--- src/rtl/pwm_tmr_pkg.sv ---
package pwm_tmr_pkg;
   localparam int SEL_W = 2;
   localparam logic [1:0] ADR_PERIOD  = 2'd0;
   localparam logic [1:0] ADR_COMPARE = 2'd1;
   localparam logic [1:0] ADR_CONTROL = 2'd2;
   localparam int CTL_W = SEL_W + 3;

   // control word layout, LSB first: start, manual, reload, divider select
   typedef struct packed {
      logic [SEL_W-1:0] div_sel;
      logic             reload;
      logic             manual;
      logic             start;
   } ctl_t;
endpackage

--- src/rtl/pwm_tmr_regs.sv ---
module pwm_tmr_regs
   import pwm_tmr_pkg::*;
#(
   parameter int W = 16
) (
   input  logic         clk,
   input  logic         rst,
   input  logic         wr_en,
   input  logic [1:0]   wr_addr,
   input  logic [W-1:0] wr_data,
   output logic [W-1:0] per_buf,
   output logic [W-1:0] cmp_buf,
   output ctl_t         ctl_q
);
   generate
      if (W < CTL_W) begin : g_bad_width
         $error("pwm_tmr_regs: W too narrow for control word");
      end
   endgenerate

   always_ff @(posedge clk) begin
      if (rst) begin
         per_buf <= '0;
         cmp_buf <= '0;
         ctl_q   <= '0;
      end else if (wr_en) begin
         case (wr_addr)
            ADR_PERIOD:  per_buf <= wr_data;
            ADR_COMPARE: cmp_buf <= wr_data;
            ADR_CONTROL: ctl_q   <= ctl_t'(wr_data[CTL_W-1:0]);
            default: ;
         endcase
      end
   end
endmodule

--- src/rtl/pwm_tmr_prescale.sv ---
module pwm_tmr_prescale #(
   parameter int SEL_W = 2
) (
   input  logic             clk,
   input  logic             rst,
   input  logic [SEL_W-1:0] sel,
   output logic             tick
);
   localparam int PRE_W = 1 << SEL_W;

   logic [PRE_W-1:0] pre_q;
   logic [PRE_W-1:0] mask;

   generate
      if (SEL_W < 1 || SEL_W > 3) begin : g_bad_sel
         $error("pwm_tmr_prescale: SEL_W out of range");
      end
      for (genvar i = 0; i < PRE_W; i++) begin : g_mask
         if (i == 0) begin : g_lsb
            assign mask[i] = 1'b1;
         end else begin : g_hi
            assign mask[i] = (sel >= SEL_W'(i));
         end
      end
   endgenerate

   always_ff @(posedge clk) begin
      if (rst) pre_q <= '0;
      else     pre_q <= pre_q + 1'b1;
   end

   assign tick = ((pre_q & mask) == mask);
endmodule

--- src/rtl/pwm_tmr_core.sv ---
module pwm_tmr_core #(
   parameter int W = 16
) (
   input  logic         clk,
   input  logic         rst,
   input  logic         tick,
   input  logic         extra_tick,
   input  logic         start,
   input  logic         manual,
   input  logic         reload,
   input  logic [W-1:0] per_buf,
   input  logic [W-1:0] cmp_buf,
   output logic [W-1:0] count_o,
   output logic [W-1:0] cmp_act,
   output logic         running,
   output logic         pwm_out
);
   logic [W-1:0] cnt_q, cmp_q, dec;
   logic         run_q, out_q, expire, load_ok;

   assign dec     = cnt_q - 1'b1;
   assign expire  = extra_tick ? (cnt_q == '0) : (cnt_q <= W'(1));
   assign load_ok = (per_buf > W'(1));

   always_ff @(posedge clk) begin
      if (rst) begin
         cnt_q <= '0;
         cmp_q <= '0;
         run_q <= 1'b0;
         out_q <= 1'b0;
      end else if (manual) begin
         cnt_q <= per_buf;
         cmp_q <= cmp_buf;
         run_q <= 1'b1;
         out_q <= load_ok;
      end else if (start && run_q && tick) begin
         if (expire) begin
            if (reload) begin
               cnt_q <= per_buf;
               cmp_q <= cmp_buf;
               out_q <= load_ok;
            end else begin
               run_q <= 1'b0;
               out_q <= 1'b0;
            end
         end else begin
            cnt_q <= dec;
            if (dec == cmp_q) out_q <= 1'b0;
         end
      end
   end

   assign count_o = cnt_q;
   assign cmp_act = cmp_q;
   assign running = run_q;
   assign pwm_out = out_q;
endmodule

--- src/rtl/pwm_down_timer.sv ---
module pwm_down_timer
   import pwm_tmr_pkg::*;
#(
   parameter int W = 16
) (
   input  logic         clk,
   input  logic         rst,
   input  logic         wr_en,
   input  logic [1:0]   wr_addr,
   input  logic [W-1:0] wr_data,
   input  logic         extra_tick,
   output logic         pwm_out,
   output logic [W-1:0] count_o
);
   ctl_t         ctl_q;
   logic [W-1:0] per_buf, cmp_buf, cmp_act;
   logic         tick, running;
   logic         ctl_start, ctl_manual, ctl_reload;

   assign ctl_start  = ctl_q.start;
   assign ctl_manual = ctl_q.manual;
   assign ctl_reload = ctl_q.reload;

   pwm_tmr_regs #(.W(W)) u_regs (
      .clk(clk), .rst(rst), .wr_en(wr_en), .wr_addr(wr_addr),
      .wr_data(wr_data), .per_buf(per_buf), .cmp_buf(cmp_buf), .ctl_q(ctl_q)
   );

   pwm_tmr_prescale #(.SEL_W(SEL_W)) u_pre (
      .clk(clk), .rst(rst), .sel(ctl_q.div_sel), .tick(tick)
   );

   pwm_tmr_core #(.W(W)) u_core (
      .clk(clk), .rst(rst), .tick(tick), .extra_tick(extra_tick),
      .start(ctl_start), .manual(ctl_manual), .reload(ctl_reload),
      .per_buf(per_buf), .cmp_buf(cmp_buf), .count_o(count_o),
      .cmp_act(cmp_act), .running(running), .pwm_out(pwm_out)
   );
endmodule

--- config.mk ---
export PLATFORM = sky130hd
export DESIGN_NAME = pwm_down_timer
export DESIGN_NICKNAME = d
export VERILOG_FILES = /design/src/rtl/pwm_tmr_pkg.sv /design/src/rtl/pwm_tmr_regs.sv /design/src/rtl/pwm_tmr_prescale.sv /design/src/rtl/pwm_tmr_core.sv /design/src/rtl/pwm_down_timer.sv
export SDC_FILE = /design/constraint.sdc
export NUM_CORES = 1
export LEC_CHECK = 0
export ABC_AREA = 1
export ABC_CLOCK_PERIOD_IN_PS = 1940
export BUFFER_PORTS_ARGS = -buffer_cell sky130_fd_sc_hd__buf_2
export CAP_MARGIN = 10
export CORE_MARGIN = 2
export CORE_UTILIZATION = 50
export CTS_BUF_LIST = sky130_fd_sc_hd__clkbuf_4 sky130_fd_sc_hd__clkbuf_8 sky130_fd_sc_hd__clkbuf_16
export DETAILED_ROUTE_END_ITERATION = 16
export GPL_TIMING_DRIVEN = 0
export PLACE_DENSITY = 0.72
export SETUP_SLACK_MARGIN = 0.4
export SYNTH_ARGS = -nofsm -noshare
export SYNTH_HDL_FRONTEND = slang
export SYNTH_HIERARCHICAL = 1
export SYNTH_SLANG_ARGS = --single-unit
--- constraint.sdc ---
create_clock -name clk -period 1.94 [get_ports clk]
set_input_delay 0.485 -clock clk [delete_from_list [all_inputs] [get_ports clk]]
set_output_delay 0.485 -clock clk [all_outputs]
set_load 0.01 [all_outputs]
==> flow_summary.json, run 1 <==
{
  "die_width_um": 96.51,
  "grt_usage_pct": 25.50,
  "synth_enable_flop_cells": 0,
  "outcome": "finished clean",
  "grt_pass1_wl_um": 18120,
  "postSynthRegisterBits": 75,
  "relative_slew_slack_pct": 47.89,
  "die_ar_sq_um": 9314,
  "drc": 0,
  "layout-drive-gt1-share_pct": 29.83,
  "num-nets-final": 745,
  "cp.buffers_inverters": 3,
  "critPathMaxStageDelay_ps": 370,
  "cts_sinks": 75,
  "end_kind": "flip-flop",
  "syn-cell-area_sq_um": 4279,
  "crit_path_start_kind": "flip-flop",
  "io_pins": 39,
  "critical_path.cell_chain": "inv_6 > ha_4 > nand2_8 > inv_4 > nand2_4 > a21boi_4 > a21oi_4 > nand2_4 > nand3_4 > clkbuf_16 > o21ai_4 > a21oi_2",
  "synth-seq-area-share_pct": 35.09,
  "cp.depth": 12,
  "final_hold_viol_count": 0,
  "detailedRoute.firstPassIterationCount": 5,
  "final_cell_mix": "162 x sky130_fd_sc_hd__nand2_1, 102 x sky130_fd_sc_hd__inv_1, 83 x sky130_fd_sc_hd__nor2_1",
  "tritoncts": "yes",
  "io_buffers": 37,
  "overflow": 0,
  "setup_viol": 0,
  "rr_worst_depth": 12,
  "number_of_global_route_vias_before_repair": 3881,
  "min_period_over_period_pct": 99.75,
  "maxCapViolCount": 0,
  "detail_routed_net_length_per_standard_cell_um": 13.53,
  "synthesis.yosys.warnings": 6,
  "required_ps": 2190,
  "fill_cell_total_of_the_finished_layout": 747,
  "power_leakage_uw": 0.002661,
  "netlist_instances": 650,
  "cpMaxStageDelayCell": "sky130_fd_sc_hd__dfxtp_4",
  "timing.critical_path.mode_cell": "sky130_fd_sc_hd__nand2_4",
  "finalWeightedCongestion": 0.8905,
  "hold_class": "input pin to flip-flop",
  "antenna-diode-count": 0,
  "areaGrowthSynthToFinish_pct": 26.52,
  "fin_worst_hold_slack_ps": 370.1,
  "estimated_wirelength_of_the_detail_placed_design_um": 8005,
  "count_of_antenna_violating_nets_left_after_detailed_routing": 0,
  "fin_ws_ps": 4.853,
  "antenna_violations_before_repair": 0,
  "clk_latency_ps": 350,
  "async_reset_ff_share_pct": 0,
  "period_minus_slack_ps": 1935,
  "post_cts_hold_buffer_count": 0,
  "total_power_uw": 4748,
  "vias_per_cell": 4.970,
  "rsz0062_at_grt": "true",
  "critical_path_class": "flip-flop to flip-flop",
  "htreeDepth": 3,
  "synth_nets": 676,
  "hold_path_depth": 3,
  "fmax_ghz": 0.5168,
  "ys_types": 34,
  "timing.setup.tns_ps": 0,
  "initialDrtViolationCount": 201,
  "cts_root_buf": "sky130_fd_sc_hd__clkbuf_8",
  "start_util_pct": 51.82,
  "crit_family": "simple AND/OR/NAND/NOR gates",
  "grt_max_degree": 15,
  "cp.arrival_ps": 2180,
  "layout_commonest_cell": "sky130_fd_sc_hd__nand2_1",
  "floorplan.die.height_um": 96.51,
  "std_cell_rows": 33,
  "tritoncts.num_buffers": 9,
  "cts_clock_pin_slew_for_the_worst_setup_and_hold_paths_ps": 90,
  "cts_buffer_depth": 2,
  "synthesis.area_per_instance_sq_um": 6.583,
  "powerDensity_nw_per_um2": 876.9,
  "core_area_sq_um": 8258,
  "skew_ps": 7.333,
  "yosys_most_used_dff": "sky130_fd_sc_hd__dfxtp_1",
  "place_worst_setup_slack_ps": -104.1,
  "via_count": 4120,
  "finalCoreUtilization_pct": 65.56,
  "drt-total-wl_um": 11220,
  "report.final.slew_viol_count": 0,
  "timing_worst_slew_pin_value_ps": 781.6,
  "crit_fanout": 7,
  "largest_vdd_supply_drop_v": 0.0004195
}
[per-layer routing]
layer | wire length (um) | GRT usage, %
met1 | 5106 | 32.24
met2 | 5062 | 41.96
met3 | 584 | 4.888
met4 | 464 | 11.85
met5 | 0 | 0
[worst min-delay path: stages]
cell                     delay (ps)
sky130_fd_sc_hd__buf_2           90
sky130_fd_sc_hd__nor2_1          40
sky130_fd_sc_hd__nor2_1          80
[what timing repair did]
action	4_1_cts	5_1_grt
pin swaps	14	17
setup buffers	14	2
resized for setup	57	28
cloned	4	1
setup endpoints to repair	34	34
[synth_stat cells, types with 4 or more instances]
cell type | count | area share (%)
sky130_fd_sc_hd__a21oi_1 | 35 | 4.1
sky130_fd_sc_hd__a21oi_2 | 21 | 4.3
sky130_fd_sc_hd__buf_2 | 8 | 0.94
sky130_fd_sc_hd__buf_4 | 4 | 0.70
sky130_fd_sc_hd__buf_6 | 9 | 2.4
sky130_fd_sc_hd__dfxtp_1 | 75 | 35
sky130_fd_sc_hd__ha_1 | 4 | 1.2
sky130_fd_sc_hd__inv_1 | 106 | 9.3
sky130_fd_sc_hd__nand2_1 | 169 | 15
sky130_fd_sc_hd__nand2_2 | 4 | 0.58
sky130_fd_sc_hd__nand3_1 | 55 | 6.4
sky130_fd_sc_hd__nor2_1 | 92 | 8.1
sky130_fd_sc_hd__nor2_2 | 6 | 0.88
sky130_fd_sc_hd__o211ai_1 | 6 | 1.1
sky130_fd_sc_hd__o21ai_0 | 8 | 0.94
sky130_fd_sc_hd__o21ai_1 | 13 | 1.5
sky130_fd_sc_hd__o21ai_2 | 8 | 1.6
[through the flow]
step                instance area, sq um  instances
floorplan                           4324        650
global placement                    4641        792
detailed placement                  4641        792
CTS                                 5260        826
global route                        5414        829
finish                              5414        829
[kinds of logic (layout without fill, tap and decap cells)]
group | after synthesis | count (layout) | synth area share (%)
compound gates | 95 | 95 | 14.85
xor+xnor | 4 | 4 | 0.8189
fa+ha+maj | 4 | 4 | 1.170
buf+inv | 134 | 208 | 14.36
flops | 75 | 75 | 35.09
simple gates | 338 | 338 | 33.71
[final timing paths]
| path | start | slack, ps | to |
|---|---|---|---|
| worst max register to register | u_core/count_o[0] | 5 | u_core/cmp_act[7] |
| worst min-delay path | wr_data[15] | 370 | u_regs/cmp_buf[15] |
| worst min register to register | u_pre/pre_q[0] | 450 | u_pre/pre_q[0] |
| worst max-delay path | u_core/count_o[0] | 5 | u_core/cmp_act[7] |
[registers in the layout, indices dropped and copies added (netlist names)]
register        cells
u_core/count_o     16
u_regs/ctl_q        5
u_regs/per_buf     16
u_core/pwm_out      1
u_core/running      1
u_pre/pre_q         4
u_core/cmp_act     16
u_regs/cmp_buf     16
[cell type report]
cell class	instances	area, sq um	area share [%]
inverter	110	427.9	7.904
timing repair inverter	1	6.256	0.1156
clock inverter	6	92.59	1.710
clock buffer	10	137.6	2.542
tap	105	131.4	2.427
multi-input combinational	441	2412	44.56
timing repair buffer	57	467.9	8.643
buffer	24	210.2	3.883
sequential	75	1528	28.22
[where the power goes]
part / switching (uW) / internal (uW)
sequential: 87.6 / 1630
clock: 629 / 774
combinational: 983 / 648
total: 1700 / 3050
Note: power is estimated with default switching activity, not from simulation.
==> run 2: changes to the inputs <==
Settings changed: ABC_CLOCK_PERIOD_IN_PS 1940 to 1790, PLACE_DENSITY 0.72 to 0.69.
Clock period 1.94 ns to 1.79 ns, I/O delays scaled along.
==> run 2 against run 1 <==
Against the previous run: the flow now finishes with violations (setup timing); highest routed layer unchanged; hold slack worse by 37 ps; critical path type unchanged; clock-buffer cell count down 1; via count up 2.4%; cell count up 0.48%; final area up 1.3%; sequential share of layout area down 0.087 points; largest cell class unchanged; clock skew up 3.3 ps; power up 7.0%.
==> flow_summary.json, run 2 (synthesis gave the netlist of run 1 again) <==
{
  "clk_latency_ps": 350,
  "worst_hold_path.endpoint": "u_regs/cmp_buf[11]",
  "areaGrowthSynthToFinish_pct": 28.16,
  "crit_path_start_kind": "flip-flop",
  "hold_class": "input pin to flip-flop",
  "place_area_sq_um": 4641,
  "cp.arrival_ps": 2200,
  "number_of_global_route_vias_before_repair": 3884,
  "finalWeightedCongestion": 0.9465,
  "core_area_sq_um": 8258,
  "htreeDepth": 3,
  "crit_fanout": 10,
  "layout-drive-gt1-share_pct": 32.55,
  "floorplan.die.height_um": 96.51,
  "place_worst_setup_slack_ps": -243.9,
  "cts_sinks": 75,
  "maxCapViolCount": 0,
  "skew_ps": 10.67,
  "die_width_um": 96.51,
  "post_cts_hold_buffer_count": 0,
  "tritoncts.num_buffers": 9,
  "layout_commonest_cell": "sky130_fd_sc_hd__nand2_1",
  "period_minus_slack_ps": 1912,
  "rr_endpoint": "u_core/cmp_act[13]",
  "critical_path_class": "flip-flop to flip-flop",
  "grt_pass1_wl_um": 18010,
  "antenna_violations_before_repair": 0,
  "violations_in_the_final_reports": "setup timing",
  "fin_ws_ps": -122.3,
  "report.final.slew_viol_count": 0,
  "drt-total-wl_um": 11460,
  "rr_worst_depth": 10,
  "io_buffers": 37,
  "setup_viol": 33,
  "sw_share_pct": 37.55,
  "min_period_over_period_pct": 106.8,
  "drc": 0,
  "count_of_antenna_violating_nets_left_after_detailed_routing": 0,
  "io_pins": 39,
  "regToRegStartpoint": "u_core/count_o[0]",
  "rsz0062_at_grt": "true",
  "vias_per_cell": 5.065,
  "largest_vdd_supply_drop_v": 0.0005987,
  "power_frac_clock_pct": 25.9,
  "estimated_wirelength_of_the_detail_placed_design_um": 8074,
  "critPathLaunch": "u_core/count_o[0]",
  "powerDensity_nw_per_um2": 926.2,
  "end_kind": "flip-flop",
  "start_util_pct": 51.82,
  "fill_cell_total_of_the_finished_layout": 749,
  "via_count": 4219,
  "hold_start": "wr_data[11]",
  "detail_routed_net_length_per_standard_cell_um": 13.75,
  "fmax_ghz": 0.5229,
  "power_leakage_uw": 0.002668,
  "final_cell_area_sq_um": 5484,
  "detailedRoute.firstPassIterationCount": 5,
  "cts_clock_pin_slew_for_the_worst_setup_and_hold_paths_ps": 80,
  "std_cell_rows": 33,
  "num-nets-final": 749,
  "timing_worst_slew_pin_value_ps": 832.4,
  "tritoncts": "yes",
  "die_ar_sq_um": 9314,
  "relative_slew_slack_pct": 44.51,
  "grt_max_degree": 15,
  "initialDrtViolationCount": 219,
  "hold_path_depth": 3,
  "required_ps": 2080,
  "outcome": "finished, violations left",
  "cts_buffer_depth": 2,
  "p_int_uw": 3172,
  "share_seq_of_total_power_pct": 36.7,
  "power.share.combinational_pct": 37.4,
  "antenna-diode-count": 0,
  "switching_power_uw": 1907,
  "final_hold_viol_count": 0,
  "final_cell_mix": "157 x sky130_fd_sc_hd__nand2_1, 101 x sky130_fd_sc_hd__inv_1, 81 x sky130_fd_sc_hd__nor2_1",
  "timing.reg2reg.setup_slack_ps": -120,
  "overflow": 0,
  "cts_root_buf": "sky130_fd_sc_hd__clkbuf_8",
  "grt_usage_pct": 25.41
}
==> run 2: cell types whose count changed in the layout (fill, tap and decap cells not counted), moves of 3 or more <==
cell,previous run,this run
sky130_fd_sc_hd__o21ai_4,3,6
sky130_fd_sc_hd__o21ai_2,17,14
sky130_fd_sc_hd__nor2_4,7,10
sky130_fd_sc_hd__nand2_4,3,6
sky130_fd_sc_hd__dfxtp_1,60,56
sky130_fd_sc_hd__buf_16,3,0
sky130_fd_sc_hd__buf_4,10,19
sky130_fd_sc_hd__nand2_1,162,157
sky130_fd_sc_hd__nand3_2,8,12
sky130_fd_sc_hd__dfxtp_4,3,7
sky130_fd_sc_hd__nand3_1,48,44
==> run 2: power groups by stage <==
stage	clock [uW]	combinational, uW	sequential [uW]
2_1_floorplan	0	1020	1880
3_3_place_gp	0	1330	1890
3_5_place_dp	0	1360	1890
4_1_cts	1350	1650	1860
5_1_grt	1420	2070	1880
6_report	1320	1900	1860
==> run 2: how the worst max path moves through the flow <==
stage / end / slack, ps / cells after the start
floorplan: u_core/pwm_out / 120 / 12
global placement: u_core/pwm_out / -230 / 14
detailed placement: u_core/pwm_out / -240 / 14
CTS: u_core/cmp_act[13] / -50 / 12
global route: u_core/pwm_out / -250 / 16
finish: u_core/cmp_act[13] / -120 / 10
==> run 2: layer usage <==
| layer | vias up | share of wire [%] | GRT usage, % |
|---|---|---|---|
| met5 | - | 0 | 0 |
| met4 | 0 | 3.1 | 10.56 |
| met3 | 26 | 5.7 | 5.974 |
| met2 | 139 | 46 | 41.32 |
| met1 | 1898 | 45 | 32.37 |
| li1 | 2156 | - | - |
==> run 2: final cells by class <==
type / count / area (sq um) / area share [%]
multi-input cells: 441 / 2506 / 45.70
flip-flops and latches: 75 / 1543 / 28.13
repair buffers: 61 / 450.4 / 8.214
inverters: 110 / 432.9 / 7.894
plain buffers: 24 / 211.5 / 3.856
well taps: 105 / 131.4 / 2.396
clock buffers: 9 / 123.9 / 2.259
clock inverters: 7 / 76.32 / 1.392
repair inverters: 1 / 8.758 / 0.1597
==> run 2: through the flow <==
step | hold WS (ps) | utilization, % | TNS (ps) | std cells | total power [uW]
final | 332.9 | 66.41 | -2674 | 833 | 5079
after global routing | 324.6 | 66.41 | -4542 | 833 | 5367
after CTS | 317.1 | 62.82 | -639.5 | 826 | 4851
after detailed placement | 464.7 | 56.20 | -3328 | 792 | 3245
after global placement | 451.0 | 56.20 | -2698 | 792 | 3220
after floorplan | 438.1 | - | 0 | 650 | 2906
==> run 2: repair_timing <==
item / in CTS / in global routing
gates resized for setup: 56 / 57
setup buffers: 16 / 5
cloned: 2 / 2
endpoints found under the setup margin: 38 / 44
pin swaps: 19 / 30
==> run 2: worst max-delay path: stages (launching register included) <==
cell and delay [ps]:
sky130_fd_sc_hd__dfxtp_4 370, sky130_fd_sc_hd__buf_6 140, sky130_fd_sc_hd__ha_1 210, sky130_fd_sc_hd__nand3_2 100
sky130_fd_sc_hd__a21boi_4 70, sky130_fd_sc_hd__a21oi_4 250, sky130_fd_sc_hd__nand2_4 170, sky130_fd_sc_hd__nand3_4 160
sky130_fd_sc_hd__buf_6 190, sky130_fd_sc_hd__o21ai_2 70, sky130_fd_sc_hd__a21oi_2 120
==> run 3: changes to the inputs <==
Settings changed: RECOVER_POWER from default to 25, TNS_END_PERCENT from default to 20.
==> run 3 against run 2 <==
Against the previous run: the run still ends with setup timing left; die area did not move; clock-buffer cell count rose by 1; largest cell class unchanged; final area fell by 3.4%; sequential cell count did not move.
==> flow_summary.json, run 3 (synthesis gave the netlist of run 1 again) <==
{
  "number_of_global_route_vias_before_repair": 3751,
  "start_util_pct": 51.82,
  "fin_ws_ps": -100.3,
  "cts_buffer_depth": 2,
  "areaGrowthSynthToFinish_pct": 23.86,
  "grt_usage_pct": 24.92,
  "required_ps": 2040,
  "cp.arrival_ps": 2140,
  "report.final.slew_viol_count": 0,
  "setup_viol": 30,
  "hold_class": "input pin to flip-flop",
  "cpMaxStageDelayCell": "sky130_fd_sc_hd__dfxtp_4",
  "final_cell_area_sq_um": 5300,
  "io_pins": 39,
  "via_count": 4106,
  "htreeDepth": 3,
  "crit_fanout": 4,
  "detailedRoute.firstPassIterationCount": 5,
  "maxCapViolCount": 0,
  "layout_commonest_cell": "sky130_fd_sc_hd__nand2_1",
  "place_area_sq_um": 4633,
  "cts_root_buf": "sky130_fd_sc_hd__clkbuf_8",
  "clk_latency_ps": 350,
  "cp.buffers_inverters": 1,
  "count_of_antenna_violating_nets_left_after_detailed_routing": 0,
  "min_period_over_period_pct": 105.6,
  "timing.reg2reg.setup_slack_ps": -100,
  "overflow": 0,
  "place_worst_setup_slack_ps": -233.2,
  "place_inst": 792,
  "powerDensity_nw_per_um2": 906.1,
  "skew_ps": 10.36,
  "critPathMaxStageDelay_ps": 380,
  "detail_routed_net_length_per_standard_cell_um": 13.45,
  "crit_family": "simple AND/OR/NAND/NOR gates",
  "tritoncts": "yes",
  "fmax_ghz": 0.5290,
  "power_leakage_uw": 0.002585,
  "estimated_wirelength_of_the_detail_placed_design_um": 8121,
  "crit_path_start_kind": "flip-flop",
  "cts_sinks": 75,
  "largest_vdd_supply_drop_v": 0.0003681,
  "relative_slew_slack_pct": 50.68,
  "core_area_sq_um": 8258,
  "die_ar_sq_um": 9314,
  "num-nets-final": 743,
  "end_kind": "flip-flop",
  "timing.critical_path.mode_cell": "sky130_fd_sc_hd__nand3_2",
  "outcome": "finished, violations left",
  "timing_worst_slew_pin_value_ps": 739.8,
  "gr-usage-met1_pct": 31.49,
  "rsz0062_at_grt": "true",
  "die_width_um": 96.51,
  "floorplan.die.height_um": 96.51,
  "finalWeightedCongestion": 0.8986,
  "period_minus_slack_ps": 1890,
  "violations_in_the_final_reports": "setup timing",
  "grt_max_degree": 15,
  "final_cell_mix": "163 x sky130_fd_sc_hd__nand2_1, 101 x sky130_fd_sc_hd__inv_1, 79 x sky130_fd_sc_hd__nor2_1",
  "antenna-diode-count": 0,
  "finish.cell_count_without_fillers": 827,
  "std_cell_rows": 33,
  "tritoncts.num_buffers": 9,
  "global_route.usage.met2_pct": 40.57,
  "cts_clock_pin_slew_for_the_worst_setup_and_hold_paths_ps": 90,
  "critical_path.cell_chain": "inv_6 > ha_4 > xor2_1 > nand3_2 > nor2_2 > nand3_2 > nor2_1 > nand2_1 > nor2_2 > nand3_2 > a21oi_2 > nor2_1",
  "timing.setup.tns_ps": -1197,
  "layout-drive-gt1-share_pct": 29.22,
  "vias_per_cell": 4.965,
  "drt-total-wl_um": 11120,
  "grt-busiest-layer": "met2",
  "io_buffers": 37,
  "final_hold_viol_count": 0,
  "grt_pass1_wl_um": 17660,
  "initialDrtViolationCount": 204,
  "drc": 0,
  "met3_usage_pct": 5.353,
  "antenna_violations_before_repair": 0,
  "critical_path_class": "flip-flop to flip-flop"
}
==> run 3: changes by cell type in the layout (fill, tap and decap cells not counted), moves of 4 or more <==
cell / change
sky130_fd_sc_hd__nand3_2: -4
sky130_fd_sc_hd__a21oi_2: -5
sky130_fd_sc_hd__buf_6: -6
sky130_fd_sc_hd__buf_8: +4
sky130_fd_sc_hd__o21ai_4: -5
sky130_fd_sc_hd__nand2_1: +6
sky130_fd_sc_hd__buf_4: -5
sky130_fd_sc_hd__nand3_1: +4
sky130_fd_sc_hd__a21oi_1: +6
==> run 3: cell type report <==
class                   instances  area, sq um
repair buffers                 56        410.4
well taps                     105        131.4
inverters                     110        432.9
plain buffers                  24        210.2
flip-flops and latches         75         1544
clock inverters                 6        48.80
fillers                       756         2958
clock buffers                  10        131.4
multi-input cells             441         2391
==> run 3: per-layer routing <==
| layer | up-vias | part of all wire (%) |
|---|---|---|
| li1 | 2145 | - |
| met1 | 1834 | 47 |
| met2 | 104 | 46 |
| met3 | 23 | 4.6 |
| met4 | 0 | 2.6 |
| met5 | - | 0 |
==> run 3: through the flow <==
stage	util [%]	power [uW]	hold slack, ps
after floorplan	-	2905	436.5
after global placement	56.11	3216	448.9
after detailed placement	56.11	3237	454.2
after CTS	62.29	4685	315.1
after global routing	64.18	5097	341.2
final	64.18	4802	332.3
==> run 3: repair_timing <==
action,in CTS,in global routing
setup buffers,15,1
setup endpoints to repair,39,43
endpoints found under the hold margin,0,0
resized for setup,42,55
pin swaps,6,23
gates cloned,3,0
hold buffers,0,0
==> run 3: worst register-to-register path: stages (launching register included) <==
cell and delay (ps):
sky130_fd_sc_hd__dfxtp_4 380, sky130_fd_sc_hd__inv_6 50, sky130_fd_sc_hd__ha_4 270, sky130_fd_sc_hd__xor2_1 170
sky130_fd_sc_hd__nand3_2 80, sky130_fd_sc_hd__nor2_2 140, sky130_fd_sc_hd__nand3_2 100, sky130_fd_sc_hd__nor2_1 90
sky130_fd_sc_hd__nand2_1 70, sky130_fd_sc_hd__nor2_2 120, sky130_fd_sc_hd__nand3_2 120, sky130_fd_sc_hd__a21oi_2 160
sky130_fd_sc_hd__nor2_1 40
==> run 3: where the power goes <==
group | total, uW | switching (uW) | internal (uW) | leakage [uW]
Clock | 1200 | 674 | 531 | 0.0000829
Combinational | 1740 | 1040 | 692 | 0.00188
Sequential | 1860 | 102 | 1760 | 0.000622
==> run 3: worst paths after layout <==
check / endpoint / startpoint / cells after the start
setup / recovery: u_core/pwm_out / u_core/count_o[1] / 12
hold / removal: u_regs/cmp_buf[14] / wr_data[14] / 3
setup reg to reg: u_core/pwm_out / u_core/count_o[1] / 12
hold reg to reg: u_pre/pre_q[0] / u_pre/pre_q[0] / 1
